--- src/rtl/mtr_pkg.sv ---
package mtr_pkg;

    typedef enum logic [2:0] {
        WK_FIXED   = 3'd0,
        WK_VBASE   = 3'd1,
        WK_VMASK   = 3'd2,
        WK_DEFAULT = 3'd3,
        WK_TOM2    = 3'd4
    } wr_kind_e;

    typedef enum logic [1:0] {
        ST_IDLE   = 2'd0,
        ST_SCAN   = 2'd1,
        ST_PIECE  = 2'd2,
        ST_FINISH = 2'd3
    } rs_state_e;

    localparam logic [7:0] MT_UC   = 8'h00;
    localparam logic [7:0] MT_WC   = 8'h01;
    localparam logic [7:0] MT_WT   = 8'h04;
    localparam logic [7:0] MT_WB   = 8'h06;
    localparam logic [7:0] MT_NONE = 8'hFF;

    localparam int FIX_ENTRIES  = 88;
    localparam int PAGE_BITS    = 12;
    localparam int ON_BIT       = 11;
    localparam int DEF_FIX_BIT  = 10;
    localparam int DEF_GLOB_BIT = 11;

    typedef struct packed {
        logic [7:0] ty;
        logic       stop;
    } merge_t;

    // precedence merge of two hitting types
    function automatic merge_t mt_merge(input logic [7:0] a, input logic [7:0] b);
        merge_t r;
        if (a == MT_UC || b == MT_UC) begin
            r.ty = MT_UC; r.stop = 1'b1;
        end else if ((a == MT_WB && b == MT_WT) || (a == MT_WT && b == MT_WB)) begin
            r.ty = MT_WT; r.stop = 1'b0;
        end else if (a != b) begin
            r.ty = MT_UC; r.stop = 1'b1;
        end else begin
            r.ty = a; r.stop = 1'b0;
        end
        return r;
    endfunction

endpackage

--- src/rtl/mtr_regs.sv ---
module mtr_regs
    import mtr_pkg::*;
#(
    parameter int ADDR_W  = 36,
    parameter int NUM_VAR = 8,
    localparam int PGW    = ADDR_W - PAGE_BITS
)(
    input  logic                          clk,
    input  logic                          rst_n,
    input  logic                          wr_en,
    input  logic [2:0]                    wr_kind,
    input  logic [6:0]                    wr_idx,
    input  logic [ADDR_W-1:0]             wr_data,
    output logic [FIX_ENTRIES*8-1:0]      fix_bank,
    output logic [NUM_VAR-1:0][PGW-1:0]   var_page,
    output logic [NUM_VAR-1:0][7:0]       var_ty,
    output logic [NUM_VAR-1:0][PGW-1:0]   var_mpage,
    output logic [NUM_VAR-1:0]            var_on,
    output logic [7:0]                    def_type,
    output logic                          fix_en,
    output logic                          glob_en,
    output logic                          loaded,
    output logic [ADDR_W-1:0]             tom2
);

    always_ff @(posedge clk or negedge rst_n) begin
        if (!rst_n) begin
            fix_bank <= '0;
        end else if (wr_en && wr_kind == WK_FIXED) begin
            for (int e = 0; e < FIX_ENTRIES; e++) begin
                if (wr_idx == 7'(e)) fix_bank[e*8 +: 8] <= wr_data[7:0];
            end
        end
    end

    always_ff @(posedge clk or negedge rst_n) begin
        if (!rst_n) begin
            var_page  <= '0;
            var_ty    <= '0;
            var_mpage <= '0;
            var_on    <= '0;
        end else if (wr_en) begin
            for (int v = 0; v < NUM_VAR; v++) begin
                if (wr_idx == 7'(v)) begin
                    if (wr_kind == WK_VBASE) begin
                        var_page[v] <= wr_data[ADDR_W-1:PAGE_BITS];
                        var_ty[v]   <= wr_data[7:0];
                    end
                    if (wr_kind == WK_VMASK) begin
                        var_mpage[v] <= wr_data[ADDR_W-1:PAGE_BITS];
                        var_on[v]    <= wr_data[ON_BIT];
                    end
                end
            end
        end
    end

    always_ff @(posedge clk or negedge rst_n) begin
        if (!rst_n) begin
            def_type <= MT_UC;
            fix_en   <= 1'b0;
            glob_en  <= 1'b0;
            loaded   <= 1'b0;
            tom2     <= '0;
        end else if (wr_en) begin
            if (wr_kind == WK_DEFAULT) begin
                def_type <= wr_data[7:0];
                fix_en   <= wr_data[DEF_FIX_BIT];
                glob_en  <= wr_data[DEF_GLOB_BIT];
                loaded   <= 1'b1;
            end
            if (wr_kind == WK_TOM2) tom2 <= wr_data;
        end
    end

endmodule

--- src/rtl/mtr_fixsel.sv ---
module mtr_fixsel
    import mtr_pkg::*;
(
    input  logic [19:0]               addr,
    input  logic [FIX_ENTRIES*8-1:0]  bank,
    output logic [7:0]                ty
);

    logic [6:0] idx;

    always_comb begin
        if (!addr[19])      idx = {4'b0, addr[18:16]};            // 64 KB steps
        else if (!addr[18]) idx = 7'd8 + {3'b0, addr[17:14]};     // 16 KB steps
        else                idx = 7'd24 + {1'b0, addr[17:12]};    // 4 KB steps
        ty = bank[32'(idx) * 8 +: 8];
    end

endmodule

--- src/rtl/mtr_varprobe.sv ---
module mtr_varprobe
    import mtr_pkg::*;
#(
    parameter int ADDR_W = 36,
    localparam int PGW   = ADDR_W - PAGE_BITS
)(
    input  logic [PGW-1:0]    base_page,
    input  logic [PGW-1:0]    mask_page,
    input  logic              on,
    input  logic [ADDR_W-1:0] start,
    input  logic [ADDR_W-1:0] end_incl,
    output logic              hit,
    output logic              split,
    output logic [ADDR_W:0]   pend
);

    localparam logic [ADDR_W:0] TOP  = {1'b1, {ADDR_W{1'b0}}};
    localparam logic [ADDR_W:0] PAGE = (ADDR_W+1)'(1) << PAGE_BITS;

    logic [ADDR_W-1:0] base_a, mask_a;
    logic [ADDR_W:0]   size, raw;
    logic              end_hit, encl;

    always_comb begin
        base_a  = {base_page, {PAGE_BITS{1'b0}}};
        mask_a  = {mask_page, {PAGE_BITS{1'b0}}};
        size    = TOP - {1'b0, mask_a};
        hit     = on && (((start ^ base_a) & mask_a) == '0);
        end_hit = on && (((end_incl ^ base_a) & mask_a) == '0);
        encl    = (start < base_a) && (end_incl > base_a);
        split   = on && ((hit != end_hit) || encl);
        raw     = hit ? ({1'b0, base_a} + size) : {1'b0, base_a};
        // degenerate cut: advance one page so the walk always moves forward
        pend    = (raw <= {1'b0, start}) ? ({1'b0, start} + PAGE) : raw;
    end

endmodule

--- src/rtl/mtr_resolver.sv ---
module mtr_resolver
    import mtr_pkg::*;
#(
    parameter int ADDR_W     = 36,
    parameter int NUM_VAR    = 8,
    parameter bit HAVE_FIXED = 1'b1
)(
    input  logic              clk,
    input  logic              rst_n,
    input  logic              wr_en,
    input  logic [2:0]        wr_kind,
    input  logic [6:0]        wr_idx,
    input  logic [ADDR_W-1:0] wr_data,
    input  logic              req,
    input  logic [ADDR_W-1:0] req_start,
    input  logic [ADDR_W-1:0] req_end,
    output logic              busy,
    output logic              done,
    output logic [7:0]        res_type,
    output logic              res_uniform,
    output logic              res_valid
);

    localparam int IDX_W = (NUM_VAR > 1) ? $clog2(NUM_VAR) : 1;
    localparam int PGW   = ADDR_W - PAGE_BITS;
    localparam logic [IDX_W-1:0]  LAST_IDX  = IDX_W'(NUM_VAR - 1);
    localparam logic [ADDR_W-1:0] FIX_LIMIT = ADDR_W'(32'h0010_0000);

    // programmed state
    logic [FIX_ENTRIES*8-1:0]     fix_bank;
    logic [NUM_VAR-1:0][PGW-1:0]  var_page, var_mpage;
    logic [NUM_VAR-1:0][7:0]      var_ty;
    logic [NUM_VAR-1:0]           var_on;
    logic [7:0]                   def_type;
    logic                         fix_en, glob_en, loaded;
    logic [ADDR_W-1:0]            tom2;

    mtr_regs #(.ADDR_W(ADDR_W), .NUM_VAR(NUM_VAR)) i_regs (
        .clk(clk), .rst_n(rst_n), .wr_en(wr_en), .wr_kind(wr_kind),
        .wr_idx(wr_idx), .wr_data(wr_data), .fix_bank(fix_bank),
        .var_page(var_page), .var_ty(var_ty), .var_mpage(var_mpage),
        .var_on(var_on), .def_type(def_type), .fix_en(fix_en),
        .glob_en(glob_en), .loaded(loaded), .tom2(tom2)
    );

    // fixed bank lookup, present only when the part has one
    logic [7:0] fix_ty;
    logic       fix_path;
    generate
        if (HAVE_FIXED) begin : g_fixed
            mtr_fixsel i_fixsel (.addr(req_start[19:0]), .bank(fix_bank), .ty(fix_ty));
            assign fix_path = fix_en && (req_start < FIX_LIMIT);
        end else begin : g_nofixed
            logic [FIX_ENTRIES*8+19:0] unused_fix;
            assign unused_fix = {fix_bank, req_start[19:0]};
            assign fix_ty   = MT_NONE;
            assign fix_path = 1'b0 & fix_en & (^unused_fix);
        end
    endgenerate

    // walk state
    rs_state_e          st, st_n;
    logic [ADDR_W-1:0]  cur_start, cur_start_n;
    logic [ADDR_W-1:0]  cur_end, cur_end_n;
    logic [ADDR_W-1:0]  orig_excl, orig_excl_n;
    logic [ADDR_W:0]    pend_r, pend_n;
    logic               rep, rep_n;
    logic [7:0]         prev, prev_n;
    logic               piece_uni, piece_uni_n;
    logic [7:0]         acc, acc_n;
    logic               first, first_n;
    logic [IDX_W-1:0]   scan_idx, scan_idx_n;
    logic [7:0]         r_type_n;
    logic               r_uni_n, r_valid_n;

    // one range probe, shared across the scan
    logic              p_hit, p_split;
    logic [ADDR_W:0]   p_pend, p_pend_m1;

    mtr_varprobe #(.ADDR_W(ADDR_W)) i_probe (
        .base_page(var_page[scan_idx]), .mask_page(var_mpage[scan_idx]),
        .on(var_on[scan_idx]), .start(cur_start), .end_incl(cur_end),
        .hit(p_hit), .split(p_split), .pend(p_pend)
    );

    merge_t     m_scan, m_piece;
    logic [7:0] piece_ty, tmp_ty;
    logic       tmp_uni, tmp_stop, scan_stop, tom2_hit, more;

    always_comb begin
        p_pend_m1 = p_pend - 1'b1;
        m_scan    = mt_merge(prev, var_ty[scan_idx]);
        scan_stop = p_hit && (prev != MT_NONE) && m_scan.stop;
        piece_ty  = (prev != MT_NONE) ? prev : def_type;
        m_piece   = mt_merge(acc, piece_ty);
        tmp_ty    = first ? piece_ty : m_piece.ty;
        tmp_uni   = first ? piece_uni : 1'b0;
        tmp_stop  = !first && m_piece.stop;
        more      = rep && (pend_r < {1'b0, orig_excl});
        tom2_hit  = (tom2 != '0) && (cur_start[ADDR_W-1:32] != '0) && (orig_excl < tom2);
    end

    // next-state and datapath
    always_comb begin
        st_n        = st;
        cur_start_n = cur_start;
        cur_end_n   = cur_end;
        orig_excl_n = orig_excl;
        pend_n      = pend_r;
        rep_n       = rep;
        prev_n      = prev;
        piece_uni_n = piece_uni;
        acc_n       = acc;
        first_n     = first;
        scan_idx_n  = scan_idx;
        r_type_n    = res_type;
        r_uni_n     = res_uniform;
        r_valid_n   = res_valid;
        unique case (st)
            ST_IDLE: begin
                if (req) begin
                    cur_start_n = req_start;
                    cur_end_n   = req_end - 1'b1;
                    orig_excl_n = req_end;
                    if (!loaded || !glob_en) begin
                        r_type_n = MT_NONE; r_uni_n = 1'b0; r_valid_n = 1'b0;
                        st_n = ST_FINISH;
                    end else if (fix_path) begin
                        r_type_n = fix_ty; r_uni_n = 1'b0; r_valid_n = 1'b1;
                        st_n = ST_FINISH;
                    end else begin
                        scan_idx_n  = '0;
                        prev_n      = MT_NONE;
                        rep_n       = 1'b0;
                        piece_uni_n = 1'b1;
                        first_n     = 1'b1;
                        st_n        = ST_SCAN;
                    end
                end
            end
            ST_SCAN: begin
                if (p_split) begin
                    cur_end_n   = p_pend_m1[ADDR_W-1:0];
                    pend_n      = p_pend;
                    rep_n       = 1'b1;
                    piece_uni_n = 1'b0;
                end
                if (p_hit) begin
                    if (prev == MT_NONE) begin
                        prev_n = var_ty[scan_idx];
                    end else begin
                        prev_n      = m_scan.ty;
                        piece_uni_n = 1'b0;
                    end
                end
                if (scan_stop || scan_idx == LAST_IDX) st_n = ST_PIECE;
                else scan_idx_n = scan_idx + 1'b1;
            end
            ST_PIECE: begin
                acc_n = tmp_ty;
                if (tmp_stop) begin
                    r_type_n = tmp_ty; r_uni_n = 1'b0; r_valid_n = 1'b1;
                    st_n = ST_FINISH;
                end else if (more) begin
                    cur_start_n = pend_r[ADDR_W-1:0];
                    cur_end_n   = orig_excl - 1'b1;
                    scan_idx_n  = '0;
                    prev_n      = MT_NONE;
                    rep_n       = 1'b0;
                    piece_uni_n = 1'b1;
                    first_n     = 1'b0;
                    st_n        = ST_SCAN;
                end else begin
                    r_type_n  = tom2_hit ? MT_WB : tmp_ty;
                    r_uni_n   = tmp_uni;
                    r_valid_n = 1'b1;
                    st_n      = ST_FINISH;
                end
            end
            ST_FINISH: st_n = ST_IDLE;
            default:   st_n = ST_IDLE;
        endcase
    end

    // state register
    always_ff @(posedge clk or negedge rst_n) begin
        if (!rst_n) st <= ST_IDLE;
        else        st <= st_n;
    end

    always_ff @(posedge clk or negedge rst_n) begin
        if (!rst_n) begin
            cur_start   <= '0;
            cur_end     <= '0;
            orig_excl   <= '0;
            pend_r      <= '0;
            rep         <= 1'b0;
            prev        <= MT_NONE;
            piece_uni   <= 1'b1;
            acc         <= MT_UC;
            first       <= 1'b1;
            scan_idx    <= '0;
            res_type    <= MT_NONE;
            res_uniform <= 1'b0;
            res_valid   <= 1'b0;
        end else begin
            cur_start   <= cur_start_n;
            cur_end     <= cur_end_n;
            orig_excl   <= orig_excl_n;
            pend_r      <= pend_n;
            rep         <= rep_n;
            prev        <= prev_n;
            piece_uni   <= piece_uni_n;
            acc         <= acc_n;
            first       <= first_n;
            scan_idx    <= scan_idx_n;
            res_type    <= r_type_n;
            res_uniform <= r_uni_n;
            res_valid   <= r_valid_n;
        end
    end

    // outputs
    always_comb begin
        busy = (st != ST_IDLE);
        done = (st == ST_FINISH);
    end

endmodule

--- config.mk ---
export PLATFORM = sky130hd
export DESIGN_NAME = mtr_resolver
export DESIGN_NICKNAME = d
export VERILOG_FILES = /design/src/rtl/mtr_pkg.sv /design/src/rtl/mtr_regs.sv /design/src/rtl/mtr_fixsel.sv /design/src/rtl/mtr_varprobe.sv /design/src/rtl/mtr_resolver.sv
export SDC_FILE = /design/constraint.sdc
export NUM_CORES = 2
export LEC_CHECK = 0
export BUFFER_PORTS_ARGS = -buffer_cell sky130_fd_sc_hd__buf_2
export CAP_MARGIN = 20
export CORE_MARGIN = 2
export CORE_UTILIZATION = 55
export DETAILED_ROUTE_END_ITERATION = 10
export PLACE_DENSITY = 0.71
export REMOVE_ABC_BUFFERS = 1
export SKIP_CTS_REPAIR_TIMING = 1
export SYNTH_ARGS = -nofsm -noshare
export SYNTH_HDL_FRONTEND = slang
export SYNTH_HIERARCHICAL = 1
export SYNTH_SLANG_ARGS = --single-unit
--- constraint.sdc ---
create_clock -name clk -period 17.5 [get_ports clk]
set_clock_uncertainty 0.15 [all_clocks]
set_input_delay 3.5 -clock clk [delete_from_list [all_inputs] [get_ports clk]]
set_output_delay 3.5 -clock clk [all_outputs]
set_load 0.02 [all_outputs]
==> impl_metrics.toml <==
[min_path]
hp-class = "reg -> reg"

[place]
postPlaceCellArea_um2 = 75700
place_congestion = 0.941
portBuffers = 133
dp.cells = 7526
dpl.hpwl_mm = 140

[synth]
avgSynthCellArea_um2 = 12.5
yosys_warnings = 6
synthAdderAreaFrac_pct = 2.96
synthesis.area_um2 = 74400
syn_inst = 5964
ys_ff_latch = 1386
synth.top_cell.area_share_pct = 46.0
synth_top_family_by_area = "multiplexers"
async_reset_ff_share_pct = 100
synthSimpleGateAreaFrac_pct = 10.6
ys_top_cells_by_area = "dfrtp_1 46%, mux2_2 14%, mux2_1 4.7%"
synth.yosys.seq_area_share_pct = 46.7
ys_types = 120
synth_edf_count = 0
synth.area.mux_share_pct = 28.5
synthFlopType = "dfrtp_1"
synth_top_cell_by_area = "dfrtp_1"
synth_xor_area_share_pct = 0.942
synth_compound_area_share_pct = 6.04

[power]
leakagePower_nw = 39.5
powerDensity_nw_per_um2 = 121
p_total_w = 0.00975
ir_drop_mv = 0.147

[die]
ios = 134
dieWidth_um = 372
initial_core_util_pct = 55.6
die_y_um = 372
rows = 134
core_um2 = 134000
die_area_um2 = 138000

[clock_network]
clkTransAtPathRegs_ps = 60
cts_inserted_buffers = 147
clockRootBuffer = "clkbuf_16"
cts_buffer_depth = 3
clock_latency_ps = 800
cts_tree = "done"
htreeDepth = 4
clock-sinks = 1386

[timing]
period_needed_ps = 10620
rsz0062_at_grt = "no"
finalCritPeriodShare_pct = 60.7
hold_viol_final = 0
fin_tns_setup_ps = 0
setup_viol = 0
tightest_slew_ps = 1280
fmax_mhz = 94.2
slew_headroom_pct = 14.6
slew_viol_final = 0

[finish]
syn2layout_area_growth_pct = 8.66
fin_nets = 6208
final_common_cell = "dfrtp_1"
fin_area_um2 = 80800
drive_gt1_share_pct = 30.8
fin_cells = 7808
mostFrequentLayoutCells = "1365 x dfrtp_1, 937 x mux2_2, 556 x nand2_1"
fin_util_pct = 60.4

[drt]
drt_wl_total_mm = 210
via_per_inst = 6.30
antenna_left = 0
first_pass_iters = 7
wl_per_cell_um = 26.9
drtIter0Drc = 3867
vias = 49200
drc_errors = 0

[setup_path]
path_class = "reg -> reg"
endpoint_kind = "flop"
critPathMaxFanout = 43
worst_path_max_delay_cell = "dfrtp_4"
critPathRequiredTime_ps = 18030
setup.worst_path.start_class = "flop"
arrival_ps = 11150
slowest_delay_ps = 860

[global_route]
grt_pass1_wl_mm = 319
antenna_found_initial = 19
first_global_vias = 49600
grt-ovfl-total = 0
grt_max_degree = 198
grt_use_total_pct = 30.6

[status]
status = "complete, no violations"

[flow_run]
maxCapViolCount = 0
## sequential cells by signal (all words and copies together) (netlist names), 36 cells and up
| register | count |
|---|---|
| i_regs/var_ty | 64 |
| orig_excl | 36 |
| cur_end | 36 |
| i_regs/tom2 | 36 |
| i_regs/fix_bank | 704 |
| i_regs/var_page | 192 |
| pend_r | 37 |
| i_regs/var_mpage | 192 |
| cur_start | 36 |
## synth_stat cells, types with 21 or more instances
cell type,instances
nand4_4,85
nor2b_1,37
xor2_1,21
buf_2,100
nor2_1,152
a21o_1,33
nor3_1,40
a21oi_1,143
clkbuf_1,180
nand3_1,205
a211oi_1,36
mux4_2,115
mux2_2,937
dfrtp_1,1368
xnor2_1,59
a31oi_1,41
a22oi_1,35
o21ai_0,86
inv_1,192
o22ai_1,32
and2_1,22
a22o_1,23
buf_4,58
o211ai_1,21
buf_1,22
mux2i_1,248
nand2_1,558
mux2_4,140
mux2_1,309
buf_6,44
nor4_1,28
ha_1,176
nand4_1,76
## critical path: cells and delay by family, from the launching register on
family,cells,cell delay (ps)
compound gates,9,2000
xor+xnor,1,130
fa+ha+maj,2,860
buf+inv,3,1930
flops,1,860
mux,5,1950
simple gates,10,2460
## through the flow
step	hold WS (ps)	setup WS [ps]
finish	338	6880
global route	344	6160
CTS	340	6850
detailed placement	326	6850
global placement	316	7000
floorplan	298	424
## final timing paths
path,from,to,slack (ps),depth (start not counted)
min in group asynchronous,rst_n,i_regs/var_mpage[160],2510,1
worst min register to register,i_regs/var_mpage[51],i_regs/var_mpage[51],340,1
worst max-delay path,scan_idx[0],cur_end[30],6880,30
worst max register to register,scan_idx[0],cur_end[30],6880,30
max in group asynchronous,rst_n,i_regs/fix_bank[419],11360,4
worst min-delay path,i_regs/var_mpage[51],i_regs/var_mpage[51],340,1
## per-layer routing
metal | track usage, % | part of all wire, % | vias to the layer above
li1 | - | - | 21700
met1 | 41.3 | 42 | 25600
met2 | 48.6 | 47 | 1479
met3 | 4.70 | 5.7 | 377
met4 | 14.1 | 4.8 | 12
met5 | 0 | 0.037 | -
## logic make-up (layout without fill, tap and decap cells)
family | count (synthesis) | in the layout
compound gates | 626 | 626
xor+xnor | 80 | 80
fa+ha+maj | 176 | 176
buf+inv | 614 | 679
flops | 1386 | 1386
mux | 1750 | 1750
other cells | 0 | 11
simple gates | 1332 | 1332
## final cells by class
cell class,count,area (µm²)
fill,10500,53000
multi-input combinational,3964,36600
clock inverter,44,607
antenna,11,27.5
sequential,1386,34700
inverter,193,724
tap,1768,2210
timing repair buffer,218,1430
clock buffer,224,4480
## where the power goes
part           leakage, nW  switching (W)  total (W)  internal (W)
Combinational         18.2        0.00154    0.00265       0.00110
Clock                 2.49        0.00133    0.00326       0.00194
Sequential            18.9       0.000382    0.00384       0.00346
Total                 39.5        0.00325    0.00975       0.00650
(Power assumes the default switching activity.)
